[src/rtl/host_engine_fifo.sv]
module host_engine_fifo #(
  parameter int DW    = 32,
  parameter int DEPTH = 16,
  parameter int LENW  = 16,
  parameter int NDST  = 3
) (
  input  logic            clk,
  input  logic            rst_n,
  input  logic            reg_wr,
  input  logic            reg_rd,
  input  logic [1:0]      reg_sel,
  input  logic [31:0]     wdata,
  output logic [31:0]     rdata,
  output logic            bus_err,
  input  logic            sync_done,
  output logic [NDST-1:0] dst_valid,
  input  logic [NDST-1:0] dst_ready,
  output logic [DW-1:0]   dst_data
);
  localparam int AW = (DEPTH > 1) ? $clog2(DEPTH) : 1;
  localparam int CW = $clog2(DEPTH + 1);

  logic [DW-1:0]   mem [DEPTH];
  logic [AW-1:0]   wp, rp;
  logic [CW-1:0]   fill;
  logic            err_en, sync_en, wr_en, rd_en;
  logic [1:0]      dest;
  logic            start_q, running, done;
  logic [LENW-1:0] len_reg, len_cnt;

  wire ctrl_wr = reg_wr && reg_sel == 2'd0;
  wire len_wr  = reg_wr && reg_sel == 2'd1;
  wire dat_wr  = reg_wr && reg_sel == 2'd2;
  wire clr     = ctrl_wr && wdata[2];
  wire empty   = fill == '0;
  wire full    = fill == CW'(DEPTH);
  wire push    = dat_wr && wr_en && !full && !clr;
  wire sel_ok  = int'(dest) < NDST;
  wire deliver = running && len_cnt != '0 && !empty && sel_ok;
  wire pop     = |(dst_valid & dst_ready);
  wire go      = start_q && (!sync_en || sync_done) && !clr;

  assign dst_valid = deliver ? (NDST'(1) << dest) : '0;
  assign dst_data  = mem[rp];

  always_ff @(posedge clk)
    if (push) mem[wp] <= wdata[DW-1:0];

  always_ff @(posedge clk or negedge rst_n)
    if (!rst_n) begin
      wp <= '0; rp <= '0; fill <= '0;
    end else if (clr) begin
      wp <= '0; rp <= '0; fill <= '0;
    end else begin
      if (push) wp <= (wp == AW'(DEPTH - 1)) ? '0 : wp + 1'b1;
      if (pop)  rp <= (rp == AW'(DEPTH - 1)) ? '0 : rp + 1'b1;
      fill <= fill + CW'(push) - CW'(pop);
    end

  always_ff @(posedge clk or negedge rst_n)
    if (!rst_n) begin
      err_en <= 1'b0; sync_en <= 1'b0; wr_en <= 1'b0; rd_en <= 1'b0; dest <= '0;
    end else if (ctrl_wr) begin
      err_en  <= wdata[1];
      sync_en <= wdata[3];
      wr_en   <= wdata[4];
      rd_en   <= wdata[5];
      dest    <= wdata[7:6];
    end

  always_ff @(posedge clk or negedge rst_n)
    if (!rst_n) begin
      start_q <= 1'b0; running <= 1'b0; done <= 1'b0;
      len_reg <= '0; len_cnt <= '0;
    end else if (clr) begin
      start_q <= 1'b0; running <= 1'b0; done <= 1'b0;
    end else begin
      if (len_wr && !running) begin
        len_reg <= wdata[LENW-1:0];
        len_cnt <= wdata[LENW-1:0];
      end
      if (ctrl_wr && wdata[0] && !running && !start_q) begin
        start_q <= 1'b1;
        done    <= 1'b0;
      end
      if (go) begin
        start_q <= 1'b0;
        running <= 1'b1;
        len_cnt <= len_reg;
      end else if (running && len_cnt == '0) begin
        running <= 1'b0;
        done    <= 1'b1;
      end else if (pop) begin
        len_cnt <= len_cnt - 1'b1;
      end
    end

  wire [15:0] st_hi = {4'b0, full, empty, done, running, 8'(CW'(DEPTH) - fill)};
  wire [15:0] st_lo = {8'(fill), dest, rd_en, wr_en, sync_en, 1'b0, err_en, start_q};
  wire        touch = (dat_wr || ((reg_wr || reg_rd) && reg_sel == 2'd1));

  always_ff @(posedge clk or negedge rst_n)
    if (!rst_n) begin
      rdata   <= '0;
      bus_err <= 1'b0;
    end else begin
      bus_err <= err_en && !wr_en && !rd_en && touch;
      if (reg_rd)
        case (reg_sel)
          2'd0:    rdata <= {rd_en ? st_hi : 16'h0, st_lo};
          2'd1:    rdata <= rd_en ? 32'(len_cnt) : 32'h0;
          default: rdata <= 32'h0;
        endcase
    end
endmodule


[config.mk]
export PLATFORM = sky130hd
export DESIGN_NAME = host_engine_fifo
export DESIGN_NICKNAME = d
export VERILOG_FILES = /design/src/rtl/host_engine_fifo.sv
export SDC_FILE = /design/constraint.sdc
export NUM_CORES = 1
export LEC_CHECK = 0
export BUFFER_PORTS_ARGS = -buffer_cell sky130_fd_sc_hd__buf_4
export CAP_MARGIN = 25
export CORE_MARGIN = 2
export CORE_UTILIZATION = 66
export CTS_CLUSTER_SIZE = 14
export DETAILED_ROUTE_END_ITERATION = 10
export PLACE_DENSITY = 0.9
export REMOVE_ABC_BUFFERS = 1
export SETUP_SLACK_MARGIN = 0.05
export SYNTH_ARGS = -nofsm -noshare
export SYNTH_HDL_FRONTEND = slang
export SYNTH_SLANG_ARGS = --single-unit
[constraint.sdc]
create_clock -name clk -period 4.9 [get_ports clk]
set_input_delay 0.98 -clock clk [delete_from_list [all_inputs] [get_ports clk]]
set_output_delay 0.98 -clock clk [all_outputs]
set_load 0.1 [all_outputs]
# Word level (Yosys, flattened, before mapping)
# Memory sizes are Yosys's and may differ from the RTL's.
# Index checks and enable logic that the tools add are counted.
[word_totals] register_bits=87 inputBits=42 n_memories=1 word_cells=100 ram_bits=512 out_inout_bits=68
[classes] reduce_logical=42 eq_ne=5 n_lt_le_gt_ge=1 shifts=1 n_mux=27 n_addsub=6 bitwise_logic=2
[memory_table] memory="mem" depth=16 word_bits=32 rd=1 rd_clocked_by_memory_dff=0 write_ports=1 line="23" text="logic [DW-1:0] mem [DEPTH];"
[ops] operator="$mux 16" count=5
[ops] operator="$pmux 28 s2" count=1
[ops] operator="$mux 4" count=6
[ops] operator="$logic_and 1x1->1" count=21
[ops] operator="$logic_not 16->1" count=1
[ops] operator="$reduce_bool 16->1" count=1
[ops] operator="$sub 16x1->16 const B" count=1
[ops] operator="$mux 1" count=12
[ops] operator="$mux 12" count=1
[ops] operator="$add 4x1->4 const B" count=2
[ops] operator="$eq 4x4->1 const B" count=2
[ops] operator="$logic_not 1->1" count=8
[ops] operator="$reduce_bool 3->1" count=2
[ops] operator="$sub 5x5->6 const A" count=1
[ops] operator="$add 5x1->5" count=1
[ops] operator="$eq 5x5->1 const B" count=1
[ops] operator="$logic_not 5->1" count=1
[ops] operator="$mux 5" count=1
[ops] operator="$sub 5x1->5" count=1
[ops] operator="$reduce_bool 2->1" count=2
[ops] operator="$and 3x3->3" count=1
[ops] operator="$logic_or 1x1->1" count=3
[ops] operator="$mux 3" count=1
[ops] operator="$reduce_or 3->1" count=1
[ops] operator="other kinds (7)" count=7

# Logic depth before layout (Yosys ltp)
[depth] depth_word=10 depth_mapped=18 depth_no_buf=18

# Least setup slack after synthesis
# Ideal clock, no wire load.
[synth_path] kind="register to output" startpoint="reg fill[1]" endpoint="out dst_valid[2]" arrival_time_ns=4.193 slack_ns=-0.273 required_time_ns=3.920 path_stages_with_launch=6 n_path_buf=0 path_cell_list="dfrtp_1 -> inv_1 -> ha_1 -> and2_1 -> ha_1 -> nor4b_1"
[synth_via] elab_chain_len=5
[synth_rtl] element="start, declared" line="25" text="logic [CW-1:0] fill;"
[synth_rtl] element="start signal, assigned" line="57" text="fill <= fill + CW'(push) - CW'(pop);"
[synth_rtl] element="$logic_not 5->1" line="35" text="wire empty = fill == '0;"
[synth_rtl] element="$logic_not 1->1" line="39" text="wire deliver = running && len_cnt != '0 && !empty && sel_ok;"
[synth_rtl] element="$logic_and 1x1->1 (2 in series)" line="39"
[synth_rtl] element="$mux 3" line="43" text="assign dst_valid = deliver ? (NDST'(1) << dest) : '0;"
[synth_rtl] element="end, declared" line="16" text="output logic [NDST-1:0] dst_valid,"
# Every way passes these cells.

# Worst setup path in the final report
[layout_path] startpoint="reg rp[0]" endpoint="out dst_data[30]"
[layout_via] elab_chain_len=1
[layout_rtl] element="start, declared" line="24" text="logic [AW-1:0] wp, rp;"
[layout_rtl] element="start signal, assigned" line="56" text="if (pop) rp <= (rp == AW'(DEPTH - 1)) ? '0 : rp + 1'b1;"
[layout_rtl] element="$mem_v2 16x32"
[layout_rtl] element="end, declared" line="18" text="output logic [DW-1:0] dst_data"
# Every way passes these cells.

==> results.sh <==
export IMPL_ctsResizeCount=0
export IMPL_synth_area_leader_cell="edfxtp_1"
export IMPL_required_ps=3920
export IMPL_grt_pass1_wl_um=90600
export IMPL_ys_seq_elements=593
export IMPL_insertion_delay_ps=600
export IMPL_status="finished, final reports clean"
export IMPL_netlist_area_sq_um=23800
export IMPL_startpoint_type="flip-flop"
export IMPL_vias=14100
export IMPL_syn2layout_area_growth_pct=13.1
export IMPL_num_antenna_cells=0
export IMPL_clock_sinks=593
export IMPL_grt_overflow_total=0
export IMPL_num_rows=69
export IMPL_die_x_um=194
export IMPL_cts_setup_buffers=0
export IMPL_ys_seq_area_share_pct=73.2
export IMPL_io_buffers=105
export IMPL_hpwl_um=31400
export IMPL_maxSlewViolCount=0
export IMPL_fmax_mhz=233
export IMPL_ys_types=55
export IMPL_top_regs="mem x512, rdata x26"
export IMPL_async_flop_share_pct=13.7
export IMPL_synthFlopType="edfxtp_1"
export IMPL_via_per_inst=7.05
export IMPL_min_period_ps=4300
export IMPL_seq_area_sq_um=17400
export IMPL_finalHoldWorstSlack_ps=441
export IMPL_drive_gt1_share_pct=22.2
export IMPL_clk_path_buf_depth=3
export IMPL_max_vdd_ir_drop_v=0.000728
export IMPL_antenna_found_initial=0
export IMPL_hold_violations=0
export IMPL_dr_first_iter_drc_count=2248
export IMPL_wl_per_cell_um=30.2
export IMPL_route_detailed_drc=0
export IMPL_finalSetupViolations=0
export IMPL_finalWeightedCongestion=0.937
export IMPL_largest_register="mem"
export IMPL_rsz0062_at_grt="no"
export IMPL_fin_skew_ps=19.7
export IMPL_grt_usage_pct=32.5
export IMPL_cts_hold_buf=0
export IMPL_drt_total_wl_um=60300
export IMPL_placed_cell_area_sq_um=25200
export IMPL_cts_buffers=54
export IMPL_design_area_sq_um=26900
export IMPL_firstDrtPassIters=6
export IMPL_cp_max_fo=20
export IMPL_syn_inst=1378
export IMPL_yosysTopAreaCellShare_pct=64.7
export IMPL_core_area_sq_um=35500
export IMPL_r2r_setup_slack_ps=930
export IMPL_worst_slew_pin_slew_ps=1050
export IMPL_die_area_sq_um=37500
export IMPL_largest_register_ffs=512
export IMPL_hp_class="input port to async pin"
export IMPL_max_slew_margin_pct=30.2
export IMPL_fillers=1789
export IMPL_cts_clk_slew_worst_paths_ps=60
export IMPL_cts_tree="built"
export IMPL_htreeDepth=2
export IMPL_die_y_um=194
export IMPL_synth_edff_count=512
export IMPL_synth_area_top_cells="edfxtp_1 65%, mux4_2 9.1%, dfrtp_1 8.5%"
export IMPL_timing_worst_setup_path_type="flip-flop to output port"
export IMPL_cts_root_buf="clkbuf_16"
export IMPL_finalNetCount=1556
export IMPL_cp_end_kind="output port"
export IMPL_ant_nets=0
export IMPL_leakage_nw=9.32
export IMPL_grt_pass1_vias=14600
export IMPL_start_util_pct=67.0
export IMPL_multi_input_area_sq_um=5920
export IMPL_num_io_pins=110
export IMPL_finalPower_mw=16.4
export IMPL_synth_area_per_cell_sq_um=17.2
export IMPL_final_core_util_pct=75.8
export IMPL_drv_cap=0
export IMPL_power_density_nw_per_um2=612
export IMPL_worst_ep_arrival_time_ps=3320
export IMPL_grt_max_degree=91
export IMPL_finalCritPeriodShare_pct=87.7
export IMPL_ys_warn_count=0
-- worst max-delay path, stage by stage (launching register included) --
cell and delay [ps]:
dfrtp_4 590, buf_4 380, buf_4 410, mux2i_1 140
a221oi_1 380, a21oi_1 80, o21ai_0 340, buf_4 360
-- layout make-up --
type | instances | share of cell area [%]
Clock buffer | 73 | 5.45
Tap cell | 461 | 2.15
Clock inverter | 26 | 0.791
Timing Repair Buffer | 141 | 4.29
Sequential cell | 593 | 64.8
Multi-Input combinational cell | 666 | 22.0
Inverter | 39 | 0.545
-- where the power goes --
part           internal [mW]  total (mW)  switching, mW
logic                   1.89        6.22           4.33
clock network           2.25        4.10           1.85
registers               5.74        6.12          0.381
-- synth_stat cells, types with 4 or more instances --
| library cell | instances |
|---|---|
| buf_1 | 15 |
| nor2b_1 | 9 |
| o31ai_1 | 6 |
| o22ai_1 | 8 |
| nor3_1 | 8 |
| nand2_1 | 89 |
| and2_1 | 17 |
| xnor2_1 | 4 |
| a221oi_1 | 30 |
| ha_1 | 18 |
| nor2_1 | 44 |
| nand4_1 | 4 |
| dfrtp_1 | 81 |
| mux2_2 | 6 |
| clkbuf_1 | 60 |
| mux2i_1 | 65 |
| nor4_1 | 6 |
| a21oi_1 | 61 |
| xor2_1 | 9 |
| o21ai_0 | 56 |
| or3_1 | 4 |
| edfxtp_1 | 512 |
| nand3_1 | 10 |
| o211ai_1 | 6 |
| mux4_2 | 96 |
| a22oi_1 | 48 |
| inv_1 | 38 |
| and3_1 | 10 |
| buf_4 | 6 |
| a31oi_1 | 7 |
-- final timing paths --
check	from	endpoint	cells after the start
max reg2reg	fill[1]$_DFF_PN0_	mem[0][16]$_DFFE_PP_	9
max	rp[0]$_DFFE_PN0P_	dst_data[30]	7
min in group clk	len_reg[8]$_DFFE_PN0P_	len_reg[8]$_DFFE_PN0P_	2
min	rst_n	rdata[15]$_DFFE_PN0P_	1
max in group asynchronous	rst_n	rp[0]$_DFFE_PN0P_	2
min reg2reg	len_reg[8]$_DFFE_PN0P_	len_reg[8]$_DFFE_PN0P_	2
-- placed cells by master, fill, tap and decap left out, drive strengths merged, types with 30 or more instances in the layout --
cell and instances:
o21ai 57, buf 141, a22oi 48, nand2 89
mux4 96, inv 38, dfrtp 81, edfxtp 512
nor2 44, mux2i 65, a21oi 61, clkbuf 73
a221oi 30
-- cell families after synthesis --
kind of cell | share of synthesized area, %
xor+xnor | 0.479
buf+inv | 2.06
other cells | 0.0158
compound gates | 6.78
flops | 73.2
mux | 12.1
fa+ha+maj | 1.03
simple gates | 4.31
-- layer usage --
metal  track usage, %  vias up  part of all wire, %
met4             15.4        0                  4.7
met1             43.7     7032                   35
met5                0        -                    0
li1                 -     5704                    -
met3             5.37      222                   11
met2             52.9     1137                   49
-- stage by stage --
step | std cells | TNS, ps | setup WS, ps
2_1_floorplan | 1298 | -157890 | -4750
5_1_grt | 1999 | 0 | 416
3_3_place_gp | 1898 | 0 | 1060
3_5_place_dp | 1899 | 0 | 965
4_1_cts | 1998 | 0 | 588
6_report | 1999 | 0 | 604
(Power assumes the default switching activity.)
